==> src/rtl/skip_pkg.sv <==
package skip_pkg;
  localparam int FUNC_W = 3;

  typedef enum logic [FUNC_W-1:0] {
    FN_AND   = 3'd0,
    FN_OR    = 3'd1,
    FN_XOR   = 3'd2,
    FN_XNOR  = 3'd3,
    FN_NAND  = 3'd4,
    FN_NOR   = 3'd5,
    FN_ANDN  = 3'd6,
    FN_ORN   = 3'd7
  } skip_func_e;

  typedef struct packed {
    logic armed;
    logic value;
  } skip_state_t;
endpackage

==> src/rtl/skip_rst_sync.sv <==
module skip_rst_sync #(
  parameter int STAGES = 2
) (
  input  logic clk,
  input  logic rst_n,
  output logic rst_sync_n
);
  logic [STAGES-1:0] chain_q;

  always_ff @(posedge clk or negedge rst_n) begin
    if (!rst_n) chain_q <= '0;
    else        chain_q <= {chain_q[STAGES-2:0], 1'b1};
  end

  assign rst_sync_n = chain_q[STAGES-1];
endmodule

==> src/rtl/skip_func_eval.sv <==
module skip_func_eval
  import skip_pkg::*;
(
  input  logic [FUNC_W-1:0] func,
  input  logic              a,
  input  logic              b,
  output logic              result
);
  always_comb begin
    unique case (skip_func_e'(func))
      FN_AND:  result = a & b;
      FN_OR:   result = a | b;
      FN_XOR:  result = a ^ b;
      FN_XNOR: result = ~(a ^ b);
      FN_NAND: result = ~(a & b);
      FN_NOR:  result = ~(a | b);
      FN_ANDN: result = a & ~b;
      FN_ORN:  result = a | ~b;
      default: result = 1'b0;
    endcase
  end
endmodule

==> src/rtl/skip_pred_reg.sv <==
module skip_pred_reg
  import skip_pkg::*;
(
  input  logic        clk,
  input  logic        rst_n,
  input  logic        set_i,
  input  logic        stop_i,
  input  logic        eval_i,
  output skip_state_t state_o
);
  skip_state_t state_q, state_d;
  logic        upd_en;

  assign upd_en = set_i | stop_i;

  always_comb begin
    state_d = state_q;
    if (set_i) begin
      state_d.armed = 1'b1;
      state_d.value = eval_i;
    end else if (stop_i) begin
      state_d.armed = 1'b0;
      state_d.value = 1'b0;
    end
  end

  always_ff @(posedge clk or negedge rst_n) begin
    if (!rst_n)      state_q <= '0;
    else if (upd_en) state_q <= state_d;
  end

  assign state_o = state_q;

  assert_set_loads_R6: assert property (@(posedge clk) disable iff (!rst_n)
    set_i |=> (state_q.armed && state_q.value == $past(eval_i)));

  assert_stop_clears_R7: assert property (@(posedge clk) disable iff (!rst_n)
    (stop_i && !set_i) |=> !state_q.armed);

  assert_holds_R5: assert property (@(posedge clk) disable iff (!rst_n)
    (!set_i && !stop_i) |=> $stable(state_q));
endmodule

==> src/rtl/skip_suppressor.sv <==
module skip_suppressor
  import skip_pkg::*;
(
  input  logic              clk,
  input  logic              rst_n,
  input  logic              set_vld,
  input  logic [FUNC_W-1:0] set_func,
  input  logic              cond_a,
  input  logic              cond_b,
  input  logic              stop_skip,
  input  logic              issue_vld,
  input  logic              issue_skip,
  output logic              suppress
);
  logic        rst_int_n;
  logic        eval_bit;
  skip_state_t pred;

  skip_rst_sync #(.STAGES(2)) u_rst (
    .clk        (clk),
    .rst_n      (rst_n),
    .rst_sync_n (rst_int_n)
  );

  skip_func_eval u_eval (
    .func   (set_func),
    .a      (cond_a),
    .b      (cond_b),
    .result (eval_bit)
  );

  skip_pred_reg u_pred (
    .clk     (clk),
    .rst_n   (rst_int_n),
    .set_i   (set_vld),
    .stop_i  (stop_skip),
    .eval_i  (eval_bit),
    .state_o (pred)
  );

  assign suppress = issue_vld & issue_skip & pred.armed & pred.value;

  assert_unflagged_runs_R4: assert property (@(posedge clk) disable iff (!rst_int_n)
    (issue_vld && !issue_skip) |-> !suppress);

  assert_idle_quiet_R9: assert property (@(posedge clk) disable iff (!rst_int_n)
    !issue_vld |-> !suppress);

  assert_after_stop_R7: assert property (@(posedge clk) disable iff (!rst_int_n)
    ($past(stop_skip) && !$past(set_vld)) |-> !suppress);

  assert_false_runs_R3: assert property (@(posedge clk) disable iff (!rst_int_n)
    ($past(set_vld) && !$past(eval_bit)) |-> !suppress);
endmodule

==> config.mk <==
export PLATFORM = sky130hd
export DESIGN_NAME = skip_suppressor
export DESIGN_NICKNAME = d
export VERILOG_FILES = /design/src/rtl/skip_pkg.sv /design/src/rtl/skip_rst_sync.sv /design/src/rtl/skip_func_eval.sv /design/src/rtl/skip_pred_reg.sv /design/src/rtl/skip_suppressor.sv
export SDC_FILE = /design/constraint.sdc
export NUM_CORES = 1
export LEC_CHECK = 0
export ABC_AREA = 1
export ABC_CLOCK_PERIOD_IN_PS = 800
export BUFFER_PORTS_ARGS = -buffer_cell sky130_fd_sc_hd__buf_2
export CAP_MARGIN = 15
export CORE_AREA = 2 2 39 41
export CTS_CLUSTER_SIZE = 16
export DETAILED_ROUTE_END_ITERATION = 8
export DIE_AREA = 0 0 41 43
export PLACE_DENSITY_LB_ADDON = 0.15
export RECOVER_POWER = 25
export SETUP_SLACK_MARGIN = 0.2
export SYNTH_ARGS = -nofsm -noshare
export SYNTH_HDL_FRONTEND = slang
export SYNTH_SLANG_ARGS = --single-unit
==> constraint.sdc <==
create_clock -name clk -period 0.8 [get_ports clk]
set_input_delay 0.16 -clock clk [delete_from_list [all_inputs] [get_ports clk]]
set_output_delay 0.16 -clock clk [all_outputs]
set_load 0.1 [all_outputs]
After elaboration in Yosys (flattened, before gate mapping)
Index checks and enable logic that the tools add are counted.
{ "word_totals": {"register_bits": 4, "elab_cells": 29} }
{ "classes": {"n_eq_ne": 7, "muxes": 3, "bitwise_logic": 13, "n_reduce_logical": 3} }
{ "op_table": {"columns": ["op", "count"], "rows": [
  ["$eq 3x3->1 const B", 4],
  ["$pmux 1 s8", 1],
  ["$eq 3x2->1 const B", 2],
  ["$and 1x1->1", 5],
  ["$mux 2", 2],
  ["$not 1->1", 4],
  ["$eq 3x1->1 const B", 1],
  ["$logic_not 3->1", 1],
  ["$or 1x1->1", 3],
  ["$reduce_and 2->1", 1],
  ["$reduce_bool 2->1", 1],
  ["$xor 1x1->1", 1]
]} }

Longest topological paths before layout
{ "depth": {"ltp_word": 4, "depth_mapped": 9, "mapped_depth_nobuf": 9} }

Modules after synthesis
From an unflattened synthesis, not the netlist that was laid out.
{ "unflattened": {"hier_cells": 40, "hier_area_um2": 285.3} }
{ "by_module_without_submodules": {"columns": ["module", "instances", "cells_per_inst", "area_per_inst_um2"], "rows": [
  ["skip_func_eval", 1, 25, 141.4],
  ["skip_pred_reg", 1, 9, 78.8],
  ["skip_rst_sync", 1, 3, 53.8],
  ["skip_suppressor", 1, 3, 11.3]
]} }

Least setup slack after synthesis
No wires, ideal clock.
{ "synth_path": {"path_type": "reg-to-output", "start": "register u_pred.state_q (netlist bit u_pred.state_o[0])", "end": "output port suppress", "arrival_time_ns": 1.629, "required_time_ns": 0.640, "path_slack_ns": -0.989, "path_stages_with_launch": 3, "n_path_buf": 0, "path_cell_list": "dfrtp_1 > nand2_1 > nor2_1"} }
{ "synth_between": {"elab_chain_cells": 1} }
{ "synth_lines": {"columns": ["item", "line", "source"], "rows": [
  ["start, declared", "skip_pred_reg.sv:11", "skip_state_t state_q, state_d;"],
  ["start signal, assigned", "skip_pred_reg.sv:29", "else if (upd_en) state_q <= state_d;"],
  ["$and 1x1->1", "skip_suppressor.sv:41", "assign suppress = issue_vld & issue_skip & pred.armed & pred.value;"],
  ["end, declared", "skip_suppressor.sv:13", "output logic suppress"]
]} }
Every way passes these cells.

Worst setup path after layout
Same ends and word-level chain as after synthesis.

==> metrics <==
status=complete, but fails checks; failing checks=negative setup slack; CP endpoint kind=primary output; Critical-path top delay cell=dfrtp_1; critical path required time=640 ps; syn nets=53; Post-Route WL=468 microns; Max-cap violations=0; Critical R2R Launch=u_pred.state_o[1]$_DFFE_PN0P_; Top Family by Delay on Critical Path=flip-flops; critical path class=flop to primary output; Synth Area in Adders=18.3%; Slew Limit Fails=0; syn_area_per_cell=7.18 sq um; path depth of the worst reg2reg path=1; DR WL/cell=6.78 microns; n_diodes=0; placed cell areas=403 sq um; Post-Place Setup Slack=-310 ps; H-Tree Depth=1; fin area=about 460 sq um; Initial DRC Count=1; CTS Sinks=4; setup slack, reg-to-reg=roughly 130 ps; worst hold path class=flop to asynchronous set/reset pin; FF/Latch Area=100 sq um; largest family of logic cells by synthesized area=simple AND/OR/NAND/NOR gates; vias in the first global route=230; FMAX=928 MHz; XOR/XNOR Fraction of Synth Area=0%; CTS tree=built; Synth Warn #=0; Synth cell types=9; Clock Pin Slew Worst Setup and Hold Paths=30 ps; crit path buf inv count=1; area delta synth->final=69.7%; DIE WIDTH=41 microns; clock tree root driver cell=clkbuf_4; final antenna-violating net count=0; share of layout cells above drive strength 1=39.6%; port bufs=11; DPL Wire Length=401 microns; # DRC=0; Cell Rows=14; Initial Util=19.7%; Cells after DPL=65; PwrDens=1330 nW/um^2; Longest Clk Path Bufs=2; Fin. Hold Viols=0; GRT Overall Usage=approximately 6.8%; Yosys top cell area share=between 30% and 40%; RSZ-0062 raised after global routing=yes; Pre-antenna DRT Iters=2; register area share after synthesis=36.7%; Non-Filler Instances=69; die area=about 1800 sq um; Multi-input gate area=between 150 and 200 sq um; GR Overflow Total=0; crit path cell chain=nand2_2 > nor2_4 > buf_12; NumNets Final=70; Min Clock Period, post-route=1080 ps; mux cell area share after synthesis=0%; TritonCTS Buffers=3; most area-consuming cells after synthesis=dfrtp_1, nand2_1, ha_1; Worst EP arrival=920 ps; crit-path max FO=2; Slowest Stage Delay on Critical Path=350 ps; Vert. Die Dim=about 43 microns; Compound-Gate Fraction of Synth Area=2.75%; gpl congestion=0.597; Final Setup Violations=1; Synth Cell Area=273 sq um; Via Count=about 270; FILL cells=160; first-pass GRT wire length=779 microns; initial antenna violation count=0; final setup margin=-278 ps; via/cell ratio=3.96; area share of and/or/nand/nor cells after synthesis=31.2%; VDD IR max=0.537 mV; Post-CTS Setup Inserts=0; area leader, netlist=dfrtp_1; Final period util=135%; core area=1380 sq um; Clk Latency, worst-skew pair=around 220 ps; register bit total from synthesis=4; P_leak=0.245 nW; Reg2Reg Capture Point=u_pred.state_o[1]$_DFFE_PN0P_; IO Pins=12; Worst Skew=approximately 1.1 ps; Cells after Synth=38; largest net degree at the start of global routing=5; CP Launch Type=flop
how the worst max path moves through the flow:
| stage | startpoint | endpoint | slack [ps] | depth (start not counted) |
|---|---|---|---|---|
| detailed placement | cond_a | u_pred.state_o[0]$_DFFE_PN0P_ | -310 | 10 |
| CTS | u_pred.state_o[0]$_DFFE_PN0P_ | suppress | -290 | 3 |
| finish | u_pred.state_o[0]$_DFFE_PN0P_ | suppress | -280 | 3 |
| floorplan | u_pred.state_o[0]$_DFFE_PN0P_ | suppress | -240 | 2 |
| global route | u_pred.state_o[0]$_DFFE_PN0P_ | suppress | -310 | 3 |
| global placement | cond_a | u_pred.state_o[0]$_DFFE_PN0P_ | -310 | 10 |
state kept, by name, indices dropped and copies added (netlist names):
name	count
u_pred.state_o	2
u_rst.chain_q	2
report_power, final:
part | internal (mW) | leakage (nW) | switching, mW
registers | 0.218 | 0.0470 | 0.00780
logic | 0.0767 | 0.184 | 0.0777
clock network | 0.167 | 0.0138 | 0.0672
total | 0.461 | 0.245 | 0.153
cell usage after synthesis:
library cell and count:
a21o_1 1, conb_1 1, dfrtp_1 4, ha_1 4, inv_1 6, inv_2 1
nand2_1 14, nand3_1 5, nor2_1 2
metal layers:
layer  vias up  track usage [%]  wire length (microns)
li1        144                -                      -
met3         0             4.71                     39
met2         9             9.06                    232
met4         0             4.00                      0
met5         -                0                      0
met1       120             7.52                    197
logic make-up (layout without fill, tap and decap cells):
kind of cell | Yosys count | in the layout
AOI/OAI and AO/OA | 1 | 1
adders and majority gates | 4 | 4
buffers and inverters | 7 | 22
DFF | 4 | 4
other | 1 | 1
and+or+nand+nor | 21 | 21
layout make-up:
| cell class | instances | share of cell area (%) |
|---|---|---|
| sequential | 4 | 21.6 |
| timing repair buffer | 12 | 22.7 |
| tap | 16 | 4.32 |
| multi-input combinational | 27 | 37.0 |
| inverter | 7 | 9.46 |
| clock buffer | 3 | 4.86 |
cell usage in the layout, fill, tap and decap left out:
master	Yosys	final
inv_2	1	1
buf_8	0	1
nand3_1	5	5
inv_12	0	1
a21o_1	1	1
inv_1	6	4
clkbuf_4	0	3
nand2_1	14	12
buf_2	0	8
ha_1	4	3
nor2_4	0	1
nor2_1	2	1
ha_4	0	1
dlygate4sd3_1	0	1
buf_12	0	2
dfrtp_1	4	4
conb_1	1	1
inv_6	0	1
nand2_2	0	2
timing repair:
item,4_1_cts,5_1_grt
pin swaps,7,2
resized for setup,8,0
endpoints found under the setup margin,3,3
endpoints found under the hold margin,2,0
gates cloned,0,0
hold buffers,1,0
stage by stage:
stage / utilization [%] / total power, mW / hold slack, ps / setup TNS, ps
after floorplan: - / 0.307 / -136 / -288
after global placement: 29.1 / 0.367 / -53.9 / -373
after detailed placement: 29.1 / 0.365 / -52.1 / -365
after CTS: 33.5 / 0.625 / 25.0 / -288
after global routing: 33.5 / 0.666 / 37.7 / -330
final: 33.5 / 0.614 / 19.3 / -278
Power figures use the tool's default switching activity.
